## config.mk

```make
export PLATFORM = sky130hd
export DESIGN_NAME = usb_port_conn_mon
export DESIGN_NICKNAME = d
export VERILOG_FILES = /design/src/rtl/usbmon_pkg.sv /design/src/rtl/usbmon_line_timer.sv /design/src/rtl/usbmon_conn_fsm.sv /design/src/rtl/usbmon_irq.sv /design/src/rtl/usb_port_conn_mon.sv
export SDC_FILE = /design/constraint.sdc
export NUM_CORES = 1
export LEC_CHECK = 0
export ABC_AREA = 1
export BUFFER_PORTS_ARGS = -buffer_cell sky130_fd_sc_hd__clkbuf_2
export CORE_MARGIN = 4
export CORE_UTILIZATION = 35
export CTS_CLUSTER_DIAMETER = 120
export DETAILED_ROUTE_END_ITERATION = 10
export SYNTH_ARGS = -nofsm -noshare
export SYNTH_HDL_FRONTEND = slang
export SYNTH_HIERARCHICAL = 1
export SYNTH_SLANG_ARGS = --single-unit
```

## constraint.sdc

```tcl
create_clock -name clk -period 2 [get_ports clk]
set_input_delay 0.4 -clock clk [delete_from_list [all_inputs] [get_ports clk]]
set_output_delay 0.4 -clock clk [all_outputs]
set_load 0.03 [all_outputs]
```

## src/rtl/usbmon_pkg.sv

```systemverilog
package usbmon_pkg;
  typedef enum logic [1:0] {
    LS_SE0 = 2'b00,
    LS_J   = 2'b01,
    LS_K   = 2'b10,
    LS_SE1 = 2'b11
  } line_e;

  typedef enum logic {
    PORT_IDLE = 1'b0,
    PORT_ATT  = 1'b1
  } port_e;
endpackage

```

## src/rtl/usbmon_line_timer.sv

```systemverilog
// Counts consecutive edges at which the line level is unchanged. A run only
// counts when it began with a change seen while host operation was enabled.
module usbmon_line_timer
  import usbmon_pkg::*;
#(
  parameter int STABLE_CYC = 500
) (
  input  logic  clk,
  input  logic  rst,
  input  logic  host_en,
  input  line_e line_st,
  output logic  hit,
  output line_e hit_state
);
  localparam int CNT_W = $clog2(STABLE_CYC + 1);
  localparam logic [CNT_W-1:0] CNT_LAST = CNT_W'(STABLE_CYC - 1);
  localparam logic [CNT_W-1:0] CNT_MAX  = CNT_W'(STABLE_CYC);

  line_e            ls_q;
  logic [CNT_W-1:0] run_cnt;
  logic             same;

  assign same      = (line_st == ls_q);
  assign hit       = host_en && same && (run_cnt == CNT_LAST);
  assign hit_state = line_st;

  always_ff @(posedge clk) begin
    if (rst) begin
      ls_q    <= LS_SE0;
      run_cnt <= '0;
    end else begin
      ls_q <= line_st;
      if (!host_en)
        run_cnt <= '0;
      else if (!same)
        run_cnt <= CNT_W'(1);
      else if (run_cnt != '0 && run_cnt != CNT_MAX)
        run_cnt <= run_cnt + CNT_W'(1);
    end
  end

  assert_cnt_bound_R4: assert property (@(posedge clk) disable iff (rst)
    run_cnt <= CNT_MAX);
  assert_off_no_hit_R8: assert property (@(posedge clk) disable iff (rst)
    !host_en |-> !hit);
endmodule

```

## src/rtl/usbmon_conn_fsm.sv

```systemverilog
// Attached/idle state of the port and the port-active flag.
module usbmon_conn_fsm
  import usbmon_pkg::*;
(
  input  logic  clk,
  input  logic  rst,
  input  logic  hit,
  input  line_e hit_state,
  input  logic  port_act_set,
  output logic  attach_evt,
  output logic  detach_evt,
  output logic  port_idle,
  output logic  port_active
);
  port_e state_q;

  assign attach_evt = hit && (state_q == PORT_IDLE) &&
                      (hit_state == LS_J || hit_state == LS_K);
  assign detach_evt = hit && (state_q == PORT_ATT) && (hit_state == LS_SE0);

  always_ff @(posedge clk) begin
    if (rst) begin
      state_q     <= PORT_IDLE;
      port_active <= 1'b0;
    end else begin
      if (attach_evt)
        state_q <= PORT_ATT;
      else if (detach_evt)
        state_q <= PORT_IDLE;
      if (detach_evt)
        port_active <= 1'b0;
      else if (port_act_set && state_q == PORT_ATT)
        port_active <= 1'b1;
    end
  end

  assign port_idle = (state_q == PORT_IDLE);

  assert_detach_clears_R5: assert property (@(posedge clk) disable iff (rst)
    $rose(port_idle) |-> !port_active);
  assert_act_only_att_R11: assert property (@(posedge clk) disable iff (rst)
    $rose(port_active) |-> !port_idle);
  assert_one_event_R7: assert property (@(posedge clk) disable iff (rst)
    !(attach_evt && detach_evt));
endmodule

```

## src/rtl/usbmon_irq.sv

```systemverilog
// Sticky status bits with write-one clear and a registered interrupt request.
module usbmon_irq (
  input  logic clk,
  input  logic rst,
  input  logic attach_set,
  input  logic detach_set,
  input  logic attach_clr,
  input  logic detach_clr,
  input  logic attach_ie,
  input  logic detach_ie,
  output logic attach_sts,
  output logic detach_sts,
  output logic irq
);
  logic att_d, det_d;

  always_comb begin
    att_d = attach_set | (attach_sts & ~attach_clr);
    det_d = detach_set | (detach_sts & ~detach_clr);
  end

  always_ff @(posedge clk) begin
    if (rst) begin
      attach_sts <= 1'b0;
      detach_sts <= 1'b0;
      irq        <= 1'b0;
    end else begin
      attach_sts <= att_d;
      detach_sts <= det_d;
      irq        <= (att_d & attach_ie) | (det_d & detach_ie);
    end
  end

  assert_sticky_att_R9: assert property (@(posedge clk) disable iff (rst)
    (attach_sts && !attach_clr) |=> attach_sts);
  assert_sticky_det_R9: assert property (@(posedge clk) disable iff (rst)
    (detach_sts && !detach_clr) |=> detach_sts);
  assert_set_wins_R9: assert property (@(posedge clk) disable iff (rst)
    attach_set |=> attach_sts);
  assert_irq_src_R10: assert property (@(posedge clk) disable iff (rst)
    irq |-> (attach_sts || detach_sts));
endmodule

```

## src/rtl/usb_port_conn_mon.sv

```systemverilog
module usb_port_conn_mon
  import usbmon_pkg::*;
#(
  parameter int STABLE_CYC = 500
) (
  input  logic       clk,
  input  logic       rst,
  input  logic       host_en,
  input  logic [1:0] line_st,
  input  logic       attach_ie,
  input  logic       detach_ie,
  input  logic       attach_clr,
  input  logic       detach_clr,
  input  logic       port_act_set,
  output logic       attach_sts,
  output logic       detach_sts,
  output logic       irq,
  output logic       port_active,
  output logic       port_idle
);
  line_e ls_in, hit_state;
  logic  hit, attach_evt, detach_evt;

  assign ls_in = line_e'(line_st);

  usbmon_line_timer #(.STABLE_CYC(STABLE_CYC)) u_timer (
    .clk       (clk),
    .rst       (rst),
    .host_en   (host_en),
    .line_st   (ls_in),
    .hit       (hit),
    .hit_state (hit_state)
  );

  usbmon_conn_fsm u_fsm (
    .clk          (clk),
    .rst          (rst),
    .hit          (hit),
    .hit_state    (hit_state),
    .port_act_set (port_act_set),
    .attach_evt   (attach_evt),
    .detach_evt   (detach_evt),
    .port_idle    (port_idle),
    .port_active  (port_active)
  );

  usbmon_irq u_irq (
    .clk        (clk),
    .rst        (rst),
    .attach_set (attach_evt),
    .detach_set (detach_evt),
    .attach_clr (attach_clr),
    .detach_clr (detach_clr),
    .attach_ie  (attach_ie),
    .detach_ie  (detach_ie),
    .attach_sts (attach_sts),
    .detach_sts (detach_sts),
    .irq        (irq)
  );

  assert_off_hold_R8: assert property (@(posedge clk) disable iff (rst)
    !host_en |=> $stable(port_idle));
endmodule

```

# Word-level counts from Yosys, hierarchy flattened
# Index checks and enable logic that the tools add are counted.
dict set report totals {
  elab_cells 46
  register_bits 16
  output_inout_bits 5
  inputBits 10
}
dict set report op_classes {
  add_sub_neg 1
  reduce_logical 15
  mux 4
  eq_ne 6
  n_bitwise 12
}
# operator count
set op_table {}
lappend op_table {{$add 9x1->9 const B} 1}
lappend op_table {{$eq 9x9->1 const B} 1}
lappend op_table {{$ne 9x9->1 const B} 1}
lappend op_table {{$reduce_bool 9->1} 1}
lappend op_table {{$logic_and 1x1->1} 8}
lappend op_table {{$not 1->1} 5}
lappend op_table {{$and 1x1->1} 4}
lappend op_table {{$mux 1} 4}
lappend op_table {{$reduce_or 2->1} 2}
lappend op_table {{$or 1x1->1} 3}
lappend op_table {{$reduce_or 3->1} 1}
lappend op_table {{$eq 2x1->1 const B} 1}
lappend op_table {{$eq 2x2->1} 1}
lappend op_table {{$eq 2x2->1 const B} 1}
lappend op_table {{$logic_not 2->1} 1}
lappend op_table {{$ne 2x2->1 const B} 1}
lappend op_table {{$reduce_bool 2->1} 1}
lappend op_table {{$logic_or 1x1->1} 1}

# Longest topological paths before layout
dict set report logic_depth {
  ltp_word 8
  ltp_mapped 10
}

# Modules after synthesis
# Netlist, hierarchy kept.
# module cells_each area_per_inst_um2 n_inst seq_area_each_um2
set by_module_without_submodules {}
lappend by_module_without_submodules {usbmon_line_timer 90 615.6 1 220.2}
lappend by_module_without_submodules {usbmon_irq 17 117.6 1 60.1}
lappend by_module_without_submodules {usbmon_conn_fsm 16 112.6 1 40.0}

# Worst setup path after synthesis
# No wires, ideal clock.
dict set report synth_timing {
  path_kind {register to register}
  from {register u_timer.run_cnt[1]}
  to {register u_irq.irq}
  setup_slack_ns 0.486
  arrival_ns 1.455
  period_less_slack_ns 1.514
  path_buffers 0
  path_stages_with_launch 10
  path_cell_list {dfxtp_1 -> ha_1 -> nand3_1 -> nor4_1 -> nand3_2 -> inv_1 -> inv_1 -> nand2_1 -> nand3_1 -> nand2_1}
}
dict set report synth_via {
  elab_chain_len 7
}
# element line
set synth_lines {}
lappend synth_lines {{from (decl)} usbmon_line_timer.sv:20} ;# logic [CNT_W-1:0] run_cnt;
lappend synth_lines {{from (signal assigned)} usbmon_line_timer.sv:38} ;# run_cnt <= run_cnt + CNT_W'(1);
lappend synth_lines {{$eq 9x9->1} usbmon_line_timer.sv:24} ;# assign hit = host_en && same && (run_cnt == CNT_LAST);
lappend synth_lines {{$logic_and 1x1->1} usbmon_line_timer.sv:24}
lappend synth_lines {{named net hit} usb_port_conn_mon.sv:22} ;# logic hit, attach_evt, detach_evt;
lappend synth_lines {{$logic_and 1x1->1 (2 in series)} usbmon_conn_fsm.sv:19} ;# assign detach_evt = hit && (state_q == PORT_ATT) && (hit_state == LS_SE0);
lappend synth_lines {{named net detach_evt} usb_port_conn_mon.sv:22}
lappend synth_lines {{$or 1x1->1} usbmon_irq.sv:19} ;# det_d = detach_set | (detach_sts & ~detach_clr);
lappend synth_lines {{$and 1x1->1} usbmon_irq.sv:30} ;# irq <= (att_d & attach_ie) | (det_d & detach_ie);
lappend synth_lines {{$or 1x1->1} usbmon_irq.sv:30}
lappend synth_lines {{to (signal assigned)} usbmon_irq.sv:30}
lappend synth_lines {{to (decl)} usbmon_irq.sv:13} ;# output logic irq
# The timed path passes the listed nets, and every way through them passes these cells.
# A chain may end at the register's enable or synchronous reset.

# Final worst setup path
dict set report layout_timing {
  from {register u_timer.run_cnt[1]}
  to {register u_irq.irq}
}
dict set report layout_via {
  elab_chain_len 7
}
# element line
set layout_lines {}
lappend layout_lines {{$eq 9x9->1} usbmon_line_timer.sv:24}
lappend layout_lines {{$logic_and 1x1->1} usbmon_line_timer.sv:24}
lappend layout_lines {{named net hit} usb_port_conn_mon.sv:22}
lappend layout_lines {{$logic_and 1x1->1 (2 in series)} usbmon_conn_fsm.sv:17} ;# assign attach_evt = hit && (state_q == PORT_IDLE) &&
lappend layout_lines {{named net attach_evt} usb_port_conn_mon.sv:22}
lappend layout_lines {{$or 1x1->1} usbmon_irq.sv:18} ;# att_d = attach_set | (attach_sts & ~attach_clr);
lappend layout_lines {{$and 1x1->1} usbmon_irq.sv:30}
lappend layout_lines {{$or 1x1->1} usbmon_irq.sv:30}
# The timed path passes the listed nets, and every way through them passes these cells.

==> impl_metrics.env <==
export IMPL_cts_max_path_buffers=2
export IMPL_synth_cell_type_count=19
export IMPL_io_buffers=14
export IMPL_dieWidth_um=57.16
export IMPL_fin_nets=153
export IMPL_clock_sinks=16
export IMPL_grt_overflow=0
export IMPL_routabilityCongestion=0.8769
export IMPL_p_sw_frac=0.2218
export IMPL_routed_via_density=4.497
export IMPL_p_comb_frac=0.078
export IMPL_numCtsBuffers=3
export IMPL_seq_area_frac_synth=0.3787
export IMPL_drive_above_1_share=0.2230
export IMPL_start_util=0.3751
export IMPL_p_leak_nw=0.4489
export IMPL_crit_chain="ha_1 > nand3_1 > nor4_1 > nand2_1 > nor2_1 > inv_1 > nand2_1 > nand3_1 > nand2_1"
export IMPL_clk_pin_slew_ns=0.10
export IMPL_num_vias=751
export IMPL_required_ns=2.23
export IMPL_critPathArrivalTime_ns=1.92
export IMPL_tns_ns=0
export IMPL_h_tree_depth=1
export IMPL_grt_first_pass_wirelength_um=2718
export IMPL_fmax_mhz=592.8
export IMPL_ctsResizeCount=0
export IMPL_path_class="reg -> reg"
export IMPL_synth_nets=136
export IMPL_clock_root_buffer="clkbuf_4"
export IMPL_ir_drop_v=0.0003487
export IMPL_critPathLaunchType="flip-flop"
export IMPL_dr_pass1_iters=4
export IMPL_seqPwrFrac=0.558
export IMPL_max_stage_delay_ns=0.49
export IMPL_seq_area_um2=320.3
export IMPL_fin_worst_skew_ns=0.008444
export IMPL_rsz0062_at_grt="false"
export IMPL_fin_crit_ns=1.687
export IMPL_drv_cap=0
export IMPL_wl_um=1473
export IMPL_antenna_found_initial=0
export IMPL_grt_max_degree=10
export IMPL_crit_top_cell="nand2_1"
export IMPL_critPathCaptureType="flip-flop"
export IMPL_cp_slowest_cell="nor4_1"
export IMPL_final_hold_viol_count=0
export IMPL_reg2reg_slack_ns=0.31
export IMPL_netlist_instances=123
export IMPL_intPower_mw=0.4520
export IMPL_multiInputGateArea_um2=412.9
export IMPL_n_fill_cell=252
export IMPL_placeableCoreArea_um2=2255
export IMPL_period_share=0.8435
export IMPL_final_util=0.4312
export IMPL_die_height_um=57.16
export IMPL_antenna_cells=0
export IMPL_wl_per_cell_um=8.820
export IMPL_postCtsSetupBuffers=0
export IMPL_cts_tree="done"
export IMPL_num_rows=17
export IMPL_area_delta_synth_final_pct=14.94
export IMPL_status="completed"
export IMPL_worstMarginPinSlew_ns=0.5227
export IMPL_pin_count=15
export IMPL_drc_errors=0
export IMPL_synth_seq_cells=16
export IMPL_ant_nets=0
export IMPL_dieArea_um2=3267
export IMPL_setup_viol=0
export IMPL_crit_fanout=4
export IMPL_finalMaxSlewViolations=0
export IMPL_clk_latency_ns=0.29
export IMPL_avgSynthCellArea_um2=6.877
export IMPL_dp_hpwl_um=1200
export IMPL_power_density_nw_per_um2=597.5
export IMPL_grtUsageTotal=0.1042
export IMPL_first_iter_violations=18
export IMPL_cts_hold_buf=0
export IMPL_ys_warn_count=6
export IMPL_power_frac_clock=0.364
export IMPL_switchingPower_mw=0.1288
export IMPL_max_slew_margin=0.6483
export IMPL_first_global_vias=677
export IMPL_synth_area_um2=845.8
export IMPL_hp_class="in -> reg"
-- cell usage after synthesis (all sizes together) --
cell type | count | area share
buf | 2 | 0.018
dfxtp | 16 | 0.38
a21oi | 12 | 0.075
ha | 3 | 0.044
nor2 | 14 | 0.071
xor2 | 2 | 0.021
nand2 | 31 | 0.15
nor3 | 1 | 0.0059
xnor2 | 2 | 0.021
o21ai | 2 | 0.012
nand3 | 10 | 0.071
inv | 26 | 0.12
nor4 | 1 | 0.0074
or2 | 1 | 0.0074
-- kinds of logic (layout without fill, tap and decap cells) --
logic type,Yosys count,in the layout,synth area share
buffers and inverters,28,44,0.1331
flip-flops,16,16,0.3787
AND/OR/NAND/NOR,58,58,0.3151
XOR/XNOR,4,4,0.04143
AO/OA/AOI/OAI,14,14,0.08728
adder cells (fa/ha/maj),3,3,0.04438
-- cells in the final DEF (no fill, tap or decap), drive strengths merged, types with 3 or more instances in the layout --
cell,Yosys,layout
a21oi,12,12
nand3,10,10
nand2,31,31
inv,26,26
ha,3,3
clkbuf,0,18
dfxtp,16,16
nor2,14,14
-- path summary, 6_finish.rpt --
| check | from | endpoint | depth (start not counted) |
|---|---|---|---|
| max | u_timer/run_cnt[1] | u_irq/irq | 9 |
| max reg2reg | u_timer/run_cnt[1] | u_irq/irq | 9 |
| min | line_st[0] | u_timer/ls_q[0] | 3 |
| min reg2reg | u_timer/run_cnt[5] | u_timer/run_cnt[5] | 2 |
-- sequential cells by signal (all words and copies together), names as in the netlist --
signal / flops
u_timer/ls_q: 2
u_irq/detach_sts: 1
u_fsm/port_active: 1
u_irq/attach_sts: 1
u_fsm/state_q: 1
u_irq/irq: 1
u_timer/run_cnt: 9
-- critical path: cells and delay by family, from the launching register on --
| kind | cells | cell delay, ns |
|---|---|---|
| fa+ha+maj | 1 | 0.22 |
| buf+inv | 1 | 0.06 |
| flops | 1 | 0.39 |
| simple gates | 7 | 0.97 |
-- power by group through the flow --
stage / Clock (mW) / Sequential, mW / Combinational (mW)
after floorplan: 0 / 0.331 / 0.0311
after global placement: 0 / 0.332 / 0.0451
after detailed placement: 0 / 0.332 / 0.0459
after CTS: 0.224 / 0.324 / 0.0461
after global routing: 0.235 / 0.325 / 0.0523
final: 0.211 / 0.324 / 0.0450
-- through the flow --
step	power [mW]	hold WS, ns	cells	setup WS (ns)	cell area, um^2
6_report	0.5808	0.3277	167	0.3130	972.2
5_1_grt	0.6119	0.3296	167	0.02890	972.2
4_1_cts	0.5943	0.3165	167	0.2815	972.2
3_5_place_dp	0.3777	0.4730	163	0.3126	935.9
3_3_place_gp	0.3770	0.4682	163	0.3382	935.9
2_1_floorplan	0.3625	0.4524	123	0.4865	845.8
-- routing by layer --
| layer | track usage | vias up | part of all wire |
|---|---|---|---|
| met2 | 0.1648 | 11 | 0.48 |
| met4 | 0.04967 | 0 | 0.0034 |
| met1 | 0.1303 | 335 | 0.47 |
| li1 | - | 403 | - |
| met5 | 0 | - | 0 |
| met3 | 0.02941 | 2 | 0.041 |
-- cell type report --
class	instances	area share
clock buffers	4	0.03732
inverters	26	0.1004
multi-input cells	79	0.4247
flip-flops and latches	16	0.3295
well taps	28	0.03604
repair buffers	14	0.07207
Note: power is estimated with default switching activity, not from simulation.
